[config.mk]
export PLATFORM = sky130hd
export DESIGN_NAME = q15_sine_osc
export DESIGN_NICKNAME = d
export VERILOG_FILES = /design/src/rtl/q15_osc_pkg.sv /design/src/rtl/q15_mulscale.sv /design/src/rtl/q15_step_ctrl.sv /design/src/rtl/q15_sine_osc.sv
export SDC_FILE = /design/constraint.sdc
export NUM_CORES = 1
export LEC_CHECK = 0
export ABC_AREA = 1
export BUFFER_PORTS_ARGS = -buffer_cell sky130_fd_sc_hd__buf_2
export CORE_MARGIN = 10
export CORE_UTILIZATION = 50
export DETAILED_ROUTE_END_ITERATION = 8
export GPL_ROUTABILITY_DRIVEN = 0
export GPL_TIMING_DRIVEN = 0
export PLACE_DENSITY_LB_ADDON = 0.2
export SYNTH_ARGS = -nofsm -noshare
export SYNTH_HDL_FRONTEND = slang
export SYNTH_SLANG_ARGS = --single-unit
[constraint.sdc]
create_clock -name clk -period 16.6 [get_ports clk]
set_clock_uncertainty 0.05 [all_clocks]
set_input_delay 0.83 -clock clk [delete_from_list [all_inputs] [get_ports clk]]
set_output_delay 0.83 -clock clk [all_outputs]
set_load 0.01 [all_outputs]
[src/rtl/q15_osc_pkg.sv]
package q15_osc_pkg;

    typedef enum logic {
        PH_IDLE = 1'b0,
        PH_BUSY = 1'b1
    } phase_e;

    typedef struct packed {
        phase_e phase;
        logic   pend;
    } ctrl_t;

endpackage

[src/rtl/q15_mulscale.sv]
module q15_mulscale #(
    parameter int W = 16
) (
    input  logic [W-1:0] a,
    input  logic [W-1:0] b,
    output logic [W-1:0] p
);
    localparam int PW = 2 * W;
    localparam int SH = W - 1;

    logic signed [PW-1:0] a_ext;
    logic signed [PW-1:0] b_ext;
    logic signed [PW-1:0] prod;

    always_comb begin
        a_ext = {{W{a[W-1]}}, a};
        b_ext = {{W{b[W-1]}}, b};
        prod  = a_ext * b_ext;
        p     = W'(prod >>> SH);
    end

endmodule

[src/rtl/q15_step_ctrl.sv]
module q15_step_ctrl
    import q15_osc_pkg::*;
(
    input  logic clk,
    input  logic rst_n,
    input  logic load,
    input  logic req,
    output logic do_x,
    output logic do_y
);
    ctrl_t st_d, st_q;
    logic  go;

    always_comb begin
        st_d = st_q;
        go   = req | st_q.pend;
        do_x = 1'b0;
        do_y = 1'b0;
        if (st_q.phase == PH_IDLE) begin
            st_d.pend = 1'b0;
            if (!load && go) begin
                do_x       = 1'b1;
                st_d.phase = PH_BUSY;
            end
        end else begin
            st_d.phase = PH_IDLE;
            do_y       = !load;
            st_d.pend  = req & !load;
        end
    end

    always_ff @(posedge clk or negedge rst_n) begin
        if (!rst_n) begin
            st_q <= '{phase: PH_IDLE, pend: 1'b0};
        end else begin
            st_q <= st_d;
        end
    end

    // a request held during the busy cycle starts the next step at once
    assert_pending_served_R7: assert property (@(posedge clk) disable iff (!rst_n)
        (st_q.phase == PH_BUSY && req && !load) ##1 !load |-> do_x);

    // first half is followed by the second half unless load cuts in
    assert_second_half_R4: assert property (@(posedge clk) disable iff (!rst_n)
        do_x ##1 !load |-> do_y);

    assert_no_step_on_load_R2: assert property (@(posedge clk) disable iff (!rst_n)
        load |-> !do_x && !do_y);

endmodule

[src/rtl/q15_sine_osc.sv]
module q15_sine_osc #(
    parameter int          W             = 16,
    parameter logic [15:0] AMP_DEFAULT   = 16'd29490,
    parameter logic [15:0] DELTA_DEFAULT = 16'd1630
) (
    input  logic          clk,
    input  logic          rst_n,
    input  logic          load,
    input  logic [W-1:0]  step_coef,
    input  logic [W-1:0]  init_amp,
    input  logic          sample_req,
    output logic [W-1:0]  sample_out,
    output logic          sample_vld
);
    typedef struct packed {
        logic [W-1:0] x;
        logic [W-1:0] y;
        logic [W-1:0] d;
        logic [W-1:0] smp;
        logic         vld;
    } dp_t;

    dp_t          dp_d, dp_q;
    logic         do_x, do_y;
    logic [W-1:0] prod_dy, prod_dx;

    q15_step_ctrl u_ctrl (
        .clk   (clk),
        .rst_n (rst_n),
        .load  (load),
        .req   (sample_req),
        .do_x  (do_x),
        .do_y  (do_y)
    );

    q15_mulscale #(.W(W)) u_mul_dy (
        .a (dp_q.d),
        .b (dp_q.y),
        .p (prod_dy)
    );

    q15_mulscale #(.W(W)) u_mul_dx (
        .a (dp_q.d),
        .b (dp_q.x),
        .p (prod_dx)
    );

    always_comb begin
        dp_d     = dp_q;
        dp_d.vld = 1'b0;
        if (load) begin
            dp_d.x = '0;
            dp_d.y = init_amp;
            dp_d.d = step_coef;
        end else begin
            if (do_x) begin
                dp_d.x = dp_q.x + prod_dy;
            end
            if (do_y) begin
                dp_d.y   = dp_q.y - prod_dx;
                dp_d.smp = dp_q.x;
                dp_d.vld = 1'b1;
            end
        end
    end

    always_ff @(posedge clk or negedge rst_n) begin
        if (!rst_n) begin
            dp_q <= '{x: '0, y: W'(AMP_DEFAULT), d: W'(DELTA_DEFAULT), smp: '0, vld: 1'b0};
        end else begin
            dp_q <= dp_d;
        end
    end

    assign sample_out = dp_q.smp;
    assign sample_vld = dp_q.vld;

    assert_load_state_R2: assert property (@(posedge clk) disable iff (!rst_n)
        load |=> (dp_q.x == '0 && dp_q.y == $past(init_amp) &&
                  dp_q.d == $past(step_coef) && !sample_vld));

    assert_y_hold_first_half_R3: assert property (@(posedge clk) disable iff (!rst_n)
        do_x |=> $stable(dp_q.y));

    assert_sample_is_x_R5: assert property (@(posedge clk) disable iff (!rst_n)
        sample_vld |-> sample_out == dp_q.x);

    assert_valid_pulse_R6: assert property (@(posedge clk) disable iff (!rst_n)
        sample_vld |=> !sample_vld);

    assert_latency_R6: assert property (@(posedge clk) disable iff (!rst_n)
        do_x ##1 !load |=> sample_vld);

    assert_sample_hold_R5: assert property (@(posedge clk) disable iff (!rst_n)
        !sample_vld |-> sample_out == $past(sample_out));

endmodule

==> results of run 1 <==
cells by family (layout without fill, tap and decap cells):
family / Yosys count / after routing / share of synthesized area (%)
AO/OA/AOI/OAI: 254 / 254 / 5.961
XOR/XNOR: 35 / 35 / 1.259
adder cells (fa/ha/maj): 698 / 698 / 51.65
buffers and inverters: 1093 / 1161 / 17.23
flip-flops: 67 / 67 / 6.963
AND/OR/NAND/NOR: 1044 / 1044 / 16.93
area by class of cell:
class	instances	area [um2]
fill	4499	22240
sequential	67	1695
timing repair buffer	52	277.8
tap	615	769.5
clock buffer	9	225.2
buffer	148	649.4
inverter	945	3547
multi-input combinational	2031	18460
clock inverter	7	83.83
per-layer routing:
layer  vias up  global-route usage (%)  wire length (um)
met3       162                   8.578              9182
met5         -                       0                18
met1      9932                   33.31             27810
li1       9270                       -                 -
met2      1039                   38.42             30690
met4         2                   12.19              3938
through the flow:
stage | std cells | cell area, um2 | setup slack (ps) | utilization [%]
6_report | 3874 | 25710 | 7832 | 53.61
4_1_cts | 3874 | 25710 | 8139 | 53.61
3_3_place_gp | 3857 | 25370 | 8302 | 52.92
5_1_grt | 3874 | 25710 | 7485 | 53.61
2_1_floorplan | 3191 | 24350 | 9719 | -
3_5_place_dp | 3858 | 25400 | 8183 | 52.97
path summary, 6_finish.rpt:
path,startpoint,to,slack [ps]
max in group asynchronous,rst_n,dp_q[26],15490
min in group clk,sample_out[1],sample_out[1],440
max reg2reg,dp_q[38],dp_q[63],7830
max,dp_q[38],dp_q[63],7830
min,rst_n,dp_q[59],340
min reg2reg,sample_out[1],sample_out[1],440
registers in the layout (all words and copies together) (netlist names):
signal       cells
dp_q            48
sample_vld       1
sample_out      16
u_ctrl.st_q      2
worst reg2reg max path, delay by kind of cell (launching register included):
| family | cells | cell delay [ps] |
|---|---|---|
| XOR/XNOR | 1 | 100 |
| buffers and inverters | 7 | 1430 |
| adder cells (fa/ha/maj) | 8 | 4160 |
| flip-flops | 1 | 540 |
| AO/OA/AOI/OAI | 4 | 750 |
| AND/OR/NAND/NOR | 8 | 1630 |
placed cells by master, fill, tap and decap left out, types with 10 or more instances in the layout:
cell / instances
nand2_1: 836
xor2_1: 17
nor3_1: 10
o21ai_0: 80
ha_1: 186
xnor2_1: 18
dfstp_2: 15
nor2_1: 99
buf_4: 20
clkbuf_1: 111
buf_2: 62
inv_1: 940
fa_1: 512
a21oi_1: 95
dfrtp_1: 52
a21o_1: 12
a22oi_1: 10
o21bai_1: 10
nand3_1: 63
==> flow_metrics.tcl, run 1 <==
set metrics [dict create \
    critPathSlowestCell "fa_1" \
    grt_overflow 0 \
    path_delay_family "adder cells" \
    die_area_um2 57930 \
    period_share_pct 52.82 \
    synth_ff_type "dfrtp_1" \
    yosysSeqAreaShare_pct 6.963 \
    synth-seq-cells 67 \
    yosysWarnings 0 \
    critPathMaxStageDelay_ps 810 \
    cp.required_ps 16810 \
    syn_nets 3925 \
    cts_inserted_buffers 9 \
    cp_num_buf_inv 7 \
    hold_buffers 0 \
    antenna_found_initial 1 \
    drive_gt1_share_pct 4.296 \
    grt_max_degree 38 \
    nNetsFinal 3988 \
    drc 0 \
    synthArstFlopShare_pct 100.0 \
    yosysTopAreaCell "fa_1" \
    cts_resized 0 \
    end_kind "register" \
    start_util_pct 50.79 \
    boundaryPins 53 \
    synth.cell_area_um2 24350 \
    rsz0062_at_grt "no" \
    critPathMaxFanout 10 \
    status "completed" \
    insertion_delay_ps 380 \
    period_needed_ps 8768 \
    wl_per_cell_um 18.49 \
    grt_pass1_wl_mm 112.9 \
    cts_sinks 67 \
    drv_cap 0 \
    die_width_um 240.7 \
    core_um2 47950 \
    yosysMostFrequentCell "inv_1" \
    cts.clk_slew.worst_paths_ps 70 \
    syn_to_final_growth_pct 5.570 \
    yosys-top-cells-count "940 x inv_1, 836 x nand2_1, 512 x fa_1" \
    cpMostUsedCell "fa_1" \
    reg2reg_depth 28 \
    hp-class "primary input to async pin" \
    cts_root_buffer "clkbuf_16" \
    drt-initial-drc-count 1936 \
    worst_pin_slew_ps 1192 \
    finalHoldViolations 0 \
    fin_setup_tns_ps 0 \
    clock_path_buffers 2 \
    cp-start-kind "register" \
    synth_area_per_cell_um2 7.631 \
    synth.distinct_cells 46 \
    timing.fmax_mhz 114.0 \
    cp_num_cells 28 \
    critPathKind "register to register" \
    crit_arrival_ps 8970 \
    cts_tree "done" \
    die_h_um 240.7 \
    synthCells 3191 \
    hpwl_mm 60.21 \
    synth_top_area_share_pct 42.09 \
    fin_hold_ws_ps 341.1 \
    synth_area_leaders "fa_1 42%, inv_1 14%, nand2_1 13%" \
    rows 80 \
    h-tree-depth 3 \
    num_vias 20405 \
    n_antenna_cell 0 \
    ant_nets 0 \
    maxSlewViolCount 0 \
    grt_pass1_vias 20567 \
    grt_usage_pct 25.77 \
    dr.pass1.iters 8 \
    setup_viol 0 \
    synth_edf_count 0 \
    drt_wl_total_mm 71.64 \
    io_buffers 51 \
    vias_per_cell 5.267 \
    post_cts_buffers 0 \
    maxSlewHeadroom_pct 20.52 \
]
Power of run 1 is left out: the tool's default activity adds up to more than one toggle a clock period on the data nets, which glitch-free logic cannot reach.
==> run 2, diff against run 1 <==
- clock period: 16.6 -> 8.2 ns (I/O delays scaled with it)
==> flow_metrics.tcl, run 2 (synthesized netlist as in run 1, its figures left out) <==
set metrics [dict create \
    start_util_pct 50.79 \
    end_kind "register" \
    critPathMaxStageDelay_ps 570 \
    rows 80 \
    critPathSlowestCell "fa_1" \
    insertion_delay_ps 380 \
    fin_hold_ws_ps 183.3 \
    r2r-end "dp_q[48]" \
    drive_gt1_share_pct 6.753 \
    cts_root_buffer "clkbuf_16" \
    h-tree-depth 3 \
    dr.pass1.iters 9 \
    nNetsFinal 3987 \
    rr_startpoint "dp_q[23]" \
    syn_to_final_growth_pct 6.176 \
    antenna_found_initial 0 \
    vias_per_cell 5.284 \
    cp_num_buf_inv 6 \
    drv_cap 0 \
    rsz0062_at_grt "yes" \
    critPathKind "register to register" \
    crit_path_end "dp_q[48]" \
    worst_pin_slew_ps 997.7 \
    regArea_um2 1695 \
    timing.fmax_mhz 126.6 \
    final_cell_mix "940 x inv_1, 836 x nand2_1, 510 x fa_1" \
    setup_viol 0 \
    die_area_um2 57930 \
    regToRegSetupSlack_ps 300 \
    cpMostUsedCell "nand2_1" \
    grt_pass1_vias 20572 \
    drt-initial-drc-count 1843 \
    layout_commonest_cell "inv_1" \
    maxSlewViolCount 0 \
    ant_nets 0 \
    grt_usage_pct 25.77 \
    hp-class "primary input to register" \
    n_antenna_cell 0 \
    die_h_um 240.7 \
    finalHoldViolations 0 \
    cp_num_cells 30 \
    drc 1 \
    drt_wl_total_mm 71.62 \
    grt_overflow 0 \
    core_um2 47950 \
    maxSlewHeadroom_pct 33.49 \
    cts_tree "done" \
    num_vias 20464 \
    startpoint "dp_q[23]" \
    cts_inserted_buffers 9 \
    clock_path_buffers 2 \
    die_width_um 240.7 \
    status "finished, violations left" \
    boundaryPins 53 \
    fillers 4510 \
    io_buffers 51 \
    cp.required_ps 8410 \
    reg2reg_depth 30 \
    multi_input_area_um2 18490 \
    largest_register "dp_q" \
    cp-start-kind "register" \
    period_share_pct 96.33 \
    failed_checks "DRC" \
    grt_pass1_wl_mm 112.9 \
    grt_max_degree 38 \
    critPathMaxFanout 10 \
    path_delay_family "adder cells" \
    hpwl_mm 60.21 \
    period_needed_ps 7899 \
    crit_arrival_ps 8110 \
    largest_reg_flops 48 \
    cts.clk_slew.worst_paths_ps 70 \
    cts_sinks 67 \
    wl_per_cell_um 18.49 \
]
## run 2: changes by cell type in the layout (fill, tap and decap cells not counted), moves of 2 or more
cell and delta:
buf_2 +2, buf_4 +2, a21oi_2 +3, a21oi_1 -3, fa_2 +2, clkbuf_4 +6
clkbuf_2 +63, clkbuf_1 -75, fa_1 -2
## run 2: worst min path at each step
| stage | to | depth (start not counted) | start | slack (ps) |
|---|---|---|---|---|
| detailed placement | u_ctrl.st_q[0] | 1 | rst_n | 340 |
| global placement | sample_out[7] | 2 | sample_out[7] | 420 |
| CTS | dp_q[20] | 3 | step_coef[3] | 180 |
| finish | dp_q[20] | 3 | step_coef[3] | 180 |
| global route | dp_q[20] | 3 | step_coef[3] | 190 |
| floorplan | dp_q[17] | 0 | rst_n | 60 |
## run 2: what timing repair did
item | in CTS | in global routing
hold endpoints to repair | 30 | 0
pin swaps | 0 | 1
gates resized for setup | 7 | 164
setup endpoints to repair | 6 | 20
buffers inserted | 0 | 1
hold buffers | 1 | 0
gates cloned | 0 | 0
## run 2: worst register-to-register path, delay by kind of cell, from the launching register on
kind            cells  cell delay [ps]
compound gates      6             1300
xor+xnor            1              420
fa+ha+maj           8             3730
buf+inv             6              900
flops               1              520
simple gates        9              870
## run 2: area by class of cell
| class | instances | share of cell area (%) |
|---|---|---|
| multi-input combinational | 2031 | 71.50 |
| inverter | 945 | 13.72 |
| sequential | 67 | 6.558 |
| tap | 615 | 2.976 |
| buffer | 145 | 2.909 |
| timing repair buffer | 54 | 1.142 |
| clock buffer | 9 | 0.8711 |
| clock inverter | 7 | 0.3243 |
## run 2: stage by stage
stage	util, %	setup slack, ps	TNS [ps]	instances	instance area [um2]
final	53.92	300.8	0	3873	25850
after global routing	53.92	-18.86	-18.86	3873	25850
after CTS	53.65	22.22	0	3875	25720
after detailed placement	52.97	-217.4	-449.7	3858	25400
after global placement	52.92	-97.55	-101.6	3857	25370
after floorplan	-	1319	0	3191	24350
## run 2: per-layer routing
| layer | global-route usage (%) | vias up | part of all wire [%] |
|---|---|---|---|
| met5 | 0 | - | 0 |
| met4 | 12.19 | 0 | 5.1 |
| met3 | 8.578 | 152 | 12 |
| met2 | 38.43 | 1014 | 44 |
| met1 | 33.31 | 10012 | 39 |
| li1 | - | 9286 | - |
Power of run 2 is left out for the same reason.
